<file path="config.mk">
export PLATFORM = sky130hd
export DESIGN_NAME = vmask_unit
export DESIGN_NICKNAME = d
export VERILOG_FILES = /design/src/rtl/vmu_pkg.sv /design/src/rtl/vmu_seq.sv /design/src/rtl/vmu_mask.sv /design/src/rtl/vmu_vrf.sv /design/src/rtl/vmask_unit.sv
export SDC_FILE = /design/constraint.sdc
export NUM_CORES = 1
export LEC_CHECK = 0
export ABC_AREA = 1
export CAP_MARGIN = 20
export CORE_UTILIZATION = 53
export CTS_CLUSTER_DIAMETER = 120
export CTS_CLUSTER_SIZE = 16
export DETAILED_ROUTE_END_ITERATION = 16
export HOLD_SLACK_MARGIN = 0.02
export PLACE_DENSITY = 0.7
export SLEW_MARGIN = 20
export SYNTH_ARGS = -nofsm -noshare
export SYNTH_HDL_FRONTEND = slang
export SYNTH_SLANG_ARGS = --single-unit
</file>
<file path="constraint.sdc">
create_clock -name clk -period 3.14 [get_ports clk]
set_input_delay 0.628 -clock clk [delete_from_list [all_inputs] [get_ports clk]]
set_output_delay 0.628 -clock clk [all_outputs]
set_load 0.02 [all_outputs]
</file>
<file path="src/rtl/vmu_pkg.sv">
package vmu_pkg;
  typedef enum logic [1:0] {
    VOP_SUB    = 2'b00,
    VOP_CMPNE  = 2'b01,
    VOP_SETALL = 2'b10,
    VOP_NONE   = 2'b11
  } vop_e;
endpackage

</file>
<file path="src/rtl/vmu_seq.sv">
module vmu_seq #(
  parameter int MVL = 16,
  parameter int IW  = $clog2(MVL),
  parameter int LW  = $clog2(MVL + 1)
) (
  input  logic          clk,
  input  logic          rst_n,
  input  logic          start_i,
  input  logic [LW-1:0] vl_i,
  output logic          accept_o,
  output logic          busy_o,
  output logic [IW-1:0] idx_o,
  output logic          done_o
);
  logic          busy_q, done_q;
  logic [IW-1:0] idx_q, last_q;
  logic [LW-1:0] eff_vl;
  logic          at_last;

  assign eff_vl   = (vl_i > LW'(MVL)) ? LW'(MVL) : vl_i;
  assign accept_o = start_i && !busy_q;
  assign at_last  = busy_q && (idx_q == last_q);

  always_ff @(posedge clk) begin
    if (!rst_n) begin
      busy_q <= 1'b0;
      done_q <= 1'b0;
      idx_q  <= '0;
      last_q <= '0;
    end else begin
      done_q <= 1'b0;
      if (accept_o) begin
        if (eff_vl == '0) begin
          done_q <= 1'b1;
        end else begin
          busy_q <= 1'b1;
          idx_q  <= '0;
          last_q <= IW'(eff_vl - LW'(1));
        end
      end else if (busy_q) begin
        if (at_last) begin
          busy_q <= 1'b0;
          done_q <= 1'b1;
        end else begin
          idx_q <= idx_q + IW'(1);
        end
      end
    end
  end

  assign busy_o = busy_q;
  assign idx_o  = idx_q;
  assign done_o = done_q;


  idx_step_chk: assert property (@(posedge clk) disable iff (!rst_n)
    (busy_q && !at_last) |=> (busy_q && idx_q == $past(idx_q) + IW'(1)));

  done_after_busy_chk: assert property (@(posedge clk) disable iff (!rst_n)
    $fell(busy_q) |-> done_q);

  start_ignored_chk: assert property (@(posedge clk) disable iff (!rst_n)
    (start_i && busy_q && !at_last) |=> (busy_q && idx_q == $past(idx_q) + IW'(1)));
endmodule

</file>
<file path="src/rtl/vmu_mask.sv">
module vmu_mask #(
  parameter int MVL = 16,
  parameter int IW  = $clog2(MVL)
) (
  input  logic           clk,
  input  logic           rst_n,
  input  logic           set_all_i,
  input  logic           upd_en_i,
  input  logic [IW-1:0]  upd_idx_i,
  input  logic           upd_bit_i,
  output logic [MVL-1:0] mask_o
);
  logic [MVL-1:0] mask_q;

  for (genvar g = 0; g < MVL; g++) begin : g_bit
    always_ff @(posedge clk) begin
      if (!rst_n)                                   mask_q[g] <= 1'b1;
      else if (set_all_i)                           mask_q[g] <= 1'b1;
      else if (upd_en_i && upd_idx_i == IW'(g))     mask_q[g] <= upd_bit_i;
    end
  end

  assign mask_o = mask_q;


  mask_update_chk: assert property (@(posedge clk) disable iff (!rst_n)
    (upd_en_i && !set_all_i) |=> (mask_q[$past(upd_idx_i)] == $past(upd_bit_i)));

  mask_single_bit_chk: assert property (@(posedge clk) disable iff (!rst_n)
    (!set_all_i) |=> ($countones(mask_q ^ $past(mask_q)) <= 1));
endmodule

</file>
<file path="src/rtl/vmu_vrf.sv">
module vmu_vrf #(
  parameter int MVL = 16,
  parameter int EW  = 16,
  parameter int IW  = $clog2(MVL)
) (
  input  logic          clk,
  input  logic          rst_n,
  input  logic          we_i,
  input  logic [IW-1:0] waddr_i,
  input  logic [EW-1:0] wdata_i,
  input  logic [IW-1:0] raddr_i,
  output logic [EW-1:0] rdata_o
);
  logic [EW-1:0] mem_q [MVL];

  always_ff @(posedge clk) begin
    if (!rst_n) begin
      for (int i = 0; i < MVL; i++) mem_q[i] <= '0;
    end else if (we_i) begin
      mem_q[waddr_i] <= wdata_i;
    end
  end

  assign rdata_o = mem_q[raddr_i];
endmodule

</file>
<file path="src/rtl/vmask_unit.sv">
module vmask_unit #(
  parameter int MVL = 16,
  parameter int EW  = 16,
  parameter int IW  = $clog2(MVL),
  parameter int LW  = $clog2(MVL + 1)
) (
  input  logic           clk,
  input  logic           rst_n,
  input  logic           start_i,
  input  logic [1:0]     op_i,
  input  logic           mask_en_i,
  input  logic [LW-1:0]  vl_i,
  input  logic [EW-1:0]  scalar_i,
  input  logic [EW-1:0]  src_a_i,
  input  logic [EW-1:0]  src_b_i,
  output logic           busy_o,
  output logic           done_o,
  output logic [IW-1:0]  cur_idx_o,
  output logic           elem_valid_o,
  output logic [IW-1:0]  elem_idx_o,
  output logic           elem_we_o,
  output logic [EW-1:0]  elem_res_o,
  output logic [MVL-1:0] mask_o,
  input  logic [IW-1:0]  rd_idx_i,
  output logic [EW-1:0]  rd_data_o
);
  import vmu_pkg::*;

  function automatic logic [EW-1:0] elem_diff(input logic [EW-1:0] a, input logic [EW-1:0] b);
    return a - b;
  endfunction

  function automatic logic elem_ne(input logic [EW-1:0] a, input logic [EW-1:0] s);
    return (a != s);
  endfunction

  logic          accept, busy, done;
  logic [IW-1:0] idx;
  vop_e          op_q;
  logic          men_q;
  logic [EW-1:0] scal_q;
  logic [MVL-1:0] mask_q;

  // internal events named for the assertions
  logic          sub_slot, cmp_slot, sub_we, set_all;
  logic [EW-1:0] cur_diff;
  logic          cur_ne;

  vmu_seq #(.MVL(MVL), .IW(IW), .LW(LW)) u_seq (
    .clk(clk), .rst_n(rst_n), .start_i(start_i), .vl_i(vl_i),
    .accept_o(accept), .busy_o(busy), .idx_o(idx), .done_o(done)
  );

  always_ff @(posedge clk) begin
    if (!rst_n) begin
      op_q   <= VOP_NONE;
      men_q  <= 1'b0;
      scal_q <= '0;
    end else if (accept) begin
      op_q   <= vop_e'(op_i);
      men_q  <= mask_en_i;
      scal_q <= scalar_i;
    end
  end

  assign cur_diff = elem_diff(src_a_i, src_b_i);
  assign cur_ne   = elem_ne(src_a_i, scal_q);
  assign sub_slot = busy && (op_q == VOP_SUB);
  assign cmp_slot = busy && (op_q == VOP_CMPNE);
  assign sub_we   = sub_slot && (!men_q || mask_q[idx]);
  assign set_all  = accept && (vop_e'(op_i) == VOP_SETALL);

  vmu_mask #(.MVL(MVL), .IW(IW)) u_mask (
    .clk(clk), .rst_n(rst_n), .set_all_i(set_all),
    .upd_en_i(cmp_slot), .upd_idx_i(idx), .upd_bit_i(cur_ne),
    .mask_o(mask_q)
  );

  vmu_vrf #(.MVL(MVL), .EW(EW), .IW(IW)) u_vrf (
    .clk(clk), .rst_n(rst_n), .we_i(sub_we), .waddr_i(idx),
    .wdata_i(cur_diff), .raddr_i(rd_idx_i), .rdata_o(rd_data_o)
  );

  always_ff @(posedge clk) begin
    if (!rst_n) begin
      elem_valid_o <= 1'b0;
      elem_idx_o   <= '0;
      elem_we_o    <= 1'b0;
      elem_res_o   <= '0;
    end else begin
      elem_valid_o <= busy;
      if (busy) begin
        elem_idx_o <= idx;
        elem_we_o  <= sub_we || cmp_slot;
        if (sub_slot)      elem_res_o <= cur_diff;
        else if (cmp_slot) elem_res_o <= EW'(cur_ne);
        else               elem_res_o <= '0;
      end
    end
  end

  assign busy_o    = busy;
  assign done_o    = done;
  assign cur_idx_o = idx;
  assign mask_o    = mask_q;


  sub_result_chk: assert property (@(posedge clk) disable iff (!rst_n)
    sub_slot |=> (elem_res_o == $past(src_a_i) - $past(src_b_i)));

  setall_chk: assert property (@(posedge clk) disable iff (!rst_n)
    set_all |=> (&mask_q));

  masked_flag_chk: assert property (@(posedge clk) disable iff (!rst_n)
    (sub_slot && men_q && !mask_q[idx]) |=> (elem_valid_o && !elem_we_o));
endmodule

</file>
### After elaboration in Yosys (flattened, before gate mapping)

Memory sizes are Yosys's and may differ from the RTL's.
Index checks and enable logic that the tools add are counted.

| cells by class | value |
|---|---|
| bitwise logic cells | 2 |
| $add $sub $neg | 3 |
| $lt $le $gt $ge | 2 |
| mux-type cells | 24 |
| reductions and logical operators | 34 |
| equal/unequal tests | 21 |

Operators with widths:

| kind | count |
|---|---|
| == test 4 bit (second input constant) | 8 |
| two-way mux 16 bit | 2 |
| logical AND 1 bit | 22 |
| two-way mux 4 bit | 5 |
| == test 4 x 3 -> 1 bit (second input constant) | 4 |
| inequality test 16 bit | 1 |
| OR reduction 16 bit | 1 |
| subtractor 16 bit | 1 |
| two-way mux 1 bit | 15 |
| == test 4 x 2 -> 1 bit (second input constant) | 2 |
| > comparator 5 bit (second input constant) | 1 |
| logical NOT 5 bit | 1 |
| < comparator 4 x 5 -> 1 bit (second input constant) | 1 |
| two-way mux 5 bit | 1 |
| adder 4 x 1 -> 4 bit (second input constant) | 1 |
| binary-select mux 1 bit (select 4 bit) | 1 |
| == test 4 x 1 -> 1 bit (second input constant) | 1 |
| == test 4 bit | 1 |
| logical NOT 4 bit | 1 |
| inequality test 2 bit (second input constant) | 2 |
| subtractor 4 x 1 -> 4 bit (second input constant) | 1 |
| AND reduction 3 bit | 1 |
| == test 2 x 1 -> 1 bit (second input constant) | 1 |
| == test 2 bit (second input constant) | 1 |
| other kinds (7) | 10 |

| word-level totals | value |
|---|---|
| bits of input ports | 63 |
| output and inout bits | 60 |
| memories | 1 |
| bits in registers | 67 |
| word-level logic and storage cells | 114 |
| memory bits (writable) | 256 |

Memory list:

| memory | words | bits a word | read ports | clocked after Yosys merged registers in | wr ports | RTL line | text |
|---|---|---|---|---|---|---|---|
| u_vrf.mem_q | 16 | 16 | 1 | 0 | 16 | vmu_vrf.sv:14 | `logic [EW-1:0] mem_q [MVL];` |

### Depth between registers and ports, before layout

| logic depth | value |
|---|---|
| depth after elaboration | 9 |
| gate-level depth with buffers | 13 |
| depth with buffers taken out | 12 |

### Hierarchy

Synthesis repeated with hierarchy kept, for this count alone.

| unflattened totals | value |
|---|---|
| cell total of the unflattened synthesis | 2012 |
| area total of the unflattened synthesis | 16547.1 µm² |

Modules (own cells, without submodules):

| module | cells each | area each (µm²) | instances | sequential area each (µm²) |
|---|---|---|---|---|
| vmu_vrf | 1384 | 12409.4 | 1 | 7687.4 |
| vmask_unit | 440 | 2841.5 | 1 | 820.8 |
| vmu_mask | 98 | 705.7 | 1 | 320.3 |
| vmu_seq | 90 | 590.6 | 1 | 200.2 |

### Worst setup path after synthesis

OpenSTA, ideal clock, no wires.

| timing | value |
|---|---|
| kind | input-to-reg |
| start | in src_a_i[0] |
| end | mem u_vrf.mem_q[0][8] (data pin) |
| required time | 2.869 ns |
| path slack | 0.576 ns |
| stages on the path | 12 |
| arrival | 2.293 ns |
| path buffers | 1 |
| library setup time | 0.271 ns |
| cell sequence | inv_1 ha_1 fa_1 inv_1 nand3_1 nand3_1 nand2_1 nand3_1 nand2_1 nand2_1 buf_1 nor2_1 |

RTL lines:

| item | RTL line | text |
|---|---|---|
| from (decl) | vmask_unit.sv:14 | `input logic [EW-1:0] src_a_i,` |
| to (decl) | vmu_vrf.sv:14 |  |

### Worst setup path in the final report

| timing | value |
|---|---|
| start | in rd_idx_i[0] |
| end | out rd_data_o[14] |

| between the ends | value |
|---|---|
| longest elaborated chain between the ends | 1 |

RTL lines:

| item | RTL line | text |
|---|---|---|
| from (decl) | vmask_unit.sv:24 | `input logic [IW-1:0] rd_idx_i,` |
| memory (16 x 16 bit) | -- |  |
| to (decl) | vmask_unit.sv:25 | `output logic [EW-1:0] rd_data_o` |

Every way passes these cells.

==> summary.txt <==
Synthesis
  – Gate Count Post-Synth: about 1600
  – Synth Area in Compound Gates: 0.101
  – Mapped Area: 15800 um^2
  – Post-synthesis mux area share: 0.0405
  – Synth Register Bits: 323
  – Main combinational cell family by area after synthesis: simple AND/OR/NAND/NOR gates
  – XOR/XNOR share of the synthesized area: 0.0133
  – Synth unique cells: 37
  – Post-Synthesis Net Count: between 1500 and 2000
  – Avg Inst Size Synth: 9.69 um^2
  – Post-Synth Adder-Cell Area: 0.0171
  – Simple-gate share of the synthesized area: 0.190
  – Ys Warns: 0
  – Seq/Total Area, Yosys: 0.570

Timing
  – Setup TNS: 0 ns
  – RSZ-0062 raised after global routing: no
  – Crit share post-route: 0.973
  – Fin. max-slew vios: 0
  – Fmax: 327 MHz
  – Actual slew at the worst max-slew pin: 0.903 ns
  – Slew headroom: 0.397
  – Final min period: 3.05 ns
  – Final worst slack: 0.0854 ns
  – Hold Vio Cnt, Final: 0
  – Clock Skew: 0.0217 ns
  – Final setup vio count: 0

Global route
  – GRT overflow: 0
  – Tot GR Track Use: 0.277
  – First-pass GRT wire length: ~65000 um
  – Initial antenna violation count: 0
  – Largest net degree at the start of global routing: between 50 and 60
  – Vias in the first global route: about 12000

Finish
  – Layout cells sized above 1: 0.114
  – Antenna diodes: 0
  – Core Util, Final: 0.639
  – Area of the multi-input gates: between 5000 and 6000 um^2
  – Final Non-Filler Cells: 2153
  – FILL cells: 2401
  – Area Growth Syn to Fin: 17.1%
  – Sequential cell area: 9030 um^2
  – Net count reported at finish: 1846

Critical path
  – FF-to-FF setup slack: 0.43 ns
  – CP Class: in -> out
  – Worst path required time: approximately 2.5 ns
  – Critical Path AT: 2.43 ns
  – Cells on worst reg2reg path: 10
  – RR Endpoint: u_vrf.mem_q[12][9]
  – Reg2Reg Launch Point: u_seq.idx_o[0]
  – Setup crit start kind: input pin
  – Crit end category: output port
  – Worst-path maximum fanout: 26

Power and ir drop
  – Switch share: 0.268
  – Internal: around 6.8 mW
  – Pwr dens: 499 nW/um^2
  – Clock power share: 0.312
  – Logic gate share of total power: 0.167
  – Leak: 7.58 nW
  – Total net switching power: ~2.5 mW
  – Seq pwr share: 0.521
  – Final Power: 9.25 mW
  – Maximum vdd drop: 339 uV

Detailed routing
  – Final ANT Viol Nets: 0
  – DRC Markers: 0
  – Via Count: 12000
  – DR pass1 iterations: 6
  – Vias per std cell: 5.56
  – Final wirelength: around 42000 um
  – DRT iter0 DRCs: 1041
  – Wirelength per Cell: 19.5 um

Placed design
  – Final GP Congestion: 0.874
  – Port buffer count: 122
  – Placed cell count: between 2000 and 2500
  – Post-DP HPWL: ~28000 um
  – Place WS: -0.000856 ns

Clock network
  – Post-CTS Hold Fix Bufs: 0
  – Clock Latency Late Sink: around 0.53 ns
  – H-tree Lvls: 1
  – CTS clk-pin slew, worst paths: 0.07 ns
  – Post-CTS Setup Inserts: 0
  – CTS buffer count: 24
  – CTS root buffer: clkbuf_16
  – CTS sink count: 323
  – Clk buf depth: 3
  – CTS tree: done

Die
  – Initial Utilization: 0.546
  – Die area: just over 30000 um^2
  – Die height: between 150 and 200 um
  – # rows: 62
  – Core Area: 29000 um^2
  – I/O pin total: 123
  – Chip Width: 175 um

Run
  – Max cap viols: 0

Outcome
  – Outcome: finished clean

Min path
  – Hold path endpoint: elem_res_o[5]
  – Worst min-delay path class: reg -> reg
  – Hold path depth: 2
  – Hold Path Origin: elem_res_o[5]
==> worst max-delay path by stage <==
stage           startpoint                 to  slack (ns)  depth (start not counted)
6_report       rd_idx_i[0]      rd_data_o[14]        0.09                          8
3_3_place_gp   rd_idx_i[0]       rd_data_o[1]        0.05                          8
4_1_cts        rd_idx_i[0]       rd_data_o[1]        0.02                          8
2_1_floorplan   src_a_i[0]  u_vrf.mem_q[0][8]        0.58                         12
5_1_grt        rd_idx_i[0]      rd_data_o[14]       0.003                          8
3_5_place_dp   rd_idx_i[2]      rd_data_o[12]     -0.0009                          7
==> flip-flops by register name, indices dropped and copies added (netlist names) <==
register,cells
u_vrf.mem_q,256
elem_res_o,16
scal_q,16
u_mask.mask_o,16
elem_idx_o,4
u_seq.idx_o,4
u_seq.last_q,4
op_q,2
elem_valid_o,1
elem_we_o,1
men_q,1
u_seq.busy_o,1
u_seq.done_o,1
==> cell type report <==
type | instances | area share
tap | 384 | 0.0259
multi-input combinational | 1060 | 0.308
sequential | 323 | 0.487
clock inverter | 1 | 0.000877
clock buffer | 32 | 0.0352
inverter | 149 | 0.0302
timing repair buffer | 204 | 0.113
==> placed cells by master, fill, tap and decap left out, types with 64 or more instances in the layout <==
cell,Yosys,routed
inv_1,144,143
o21ai_0,105,105
mux2i_1,64,64
edfxtp_1,256,256
clkdlybuf4s50_1,0,117
a21oi_1,102,102
o211ai_1,66,66
nor2_1,283,283
nand2_1,203,203
nand3_1,85,85
dfxtp_1,67,67
==> stage by stage <==
| stage | cell area (um^2) | hold WS (ns) |
|---|---|---|
| final | 18500 | 0.468 |
| after global routing | 18500 | 0.491 |
| after CTS | 18500 | 0.470 |
| after detailed placement | 17800 | 0.458 |
| after global placement | 17800 | 0.453 |
| after floorplan | 15800 | 0.449 |
==> power by group through the flow <==
stage               Clock (mW)  Combinational (mW)  Sequential (mW)
finish                    2.89                1.54             4.82
global route              3.05                1.67             4.83
CTS                       2.93                1.53             4.82
detailed placement           0                1.53             4.91
global placement             0                1.51             4.91
floorplan                    0               0.849             4.92
==> critical path, cell delays in order <==
cell	delay, ns
buf_6	0.26
buf_4	0.21
mux2i_1	0.19
o21ai_0	0.10
buf_4	0.17
o211ai_1	0.20
nand2_1	0.09
clkdlybuf4s50_1	0.54
==> cells in the mapped netlist (all sizes together) <==
| cell type | n | area [um^2] |
|---|---|---|
| a31oi | 2 | 12.5 |
| fa | 1 | 20.0 |
| nand3 | 101 | 653 |
| xnor2 | 19 | 166 |
| buf | 55 | 350 |
| edfxtp | 256 | 7690 |
| dfxtp | 67 | 1340 |
| inv | 149 | 559 |
| xor2 | 5 | 43.8 |
| nand3b | 2 | 15.0 |
| o21ai | 110 | 551 |
| nand4 | 6 | 37.5 |
| a21o | 1 | 7.51 |
| nor3 | 5 | 36.3 |
| a21oi | 103 | 519 |
| nor2 | 342 | 1440 |
| ha | 20 | 250 |
| o211ai | 66 | 495 |
| o32ai | 1 | 8.76 |
| nand2 | 205 | 780 |
| mux2i | 64 | 641 |
| clkbuf | 47 | 176 |
| or2 | 7 | 43.8 |
==> what timing repair did <==
action | CTS | global route
gates resized for setup | 1 | 5
setup endpoints to repair | 1 | 10
pin swaps | 0 | 0
cloned | 0 | 1
==> per-layer routing <==
metal / GRT usage / up-vias / part of all wire
met3: 0.0385 / 75 / 0.077
met5: 0 / - / 0
li1: - / 5761 / -
met2: 0.477 / 507 / 0.49
met4: 0.0884 / 0 / 0.031
met1: 0.361 / 5623 / 0.40
==> logic make-up after synthesis <==
group / Yosys count
DFF: 323
xor gates and xnor gates: 24
adders and majority gates: 21
muxes: 64
and+or+nand+nor: 668
AOI/OAI and AO/OA: 283
buffers and inverters: 251
(Power assumes the default switching activity.)
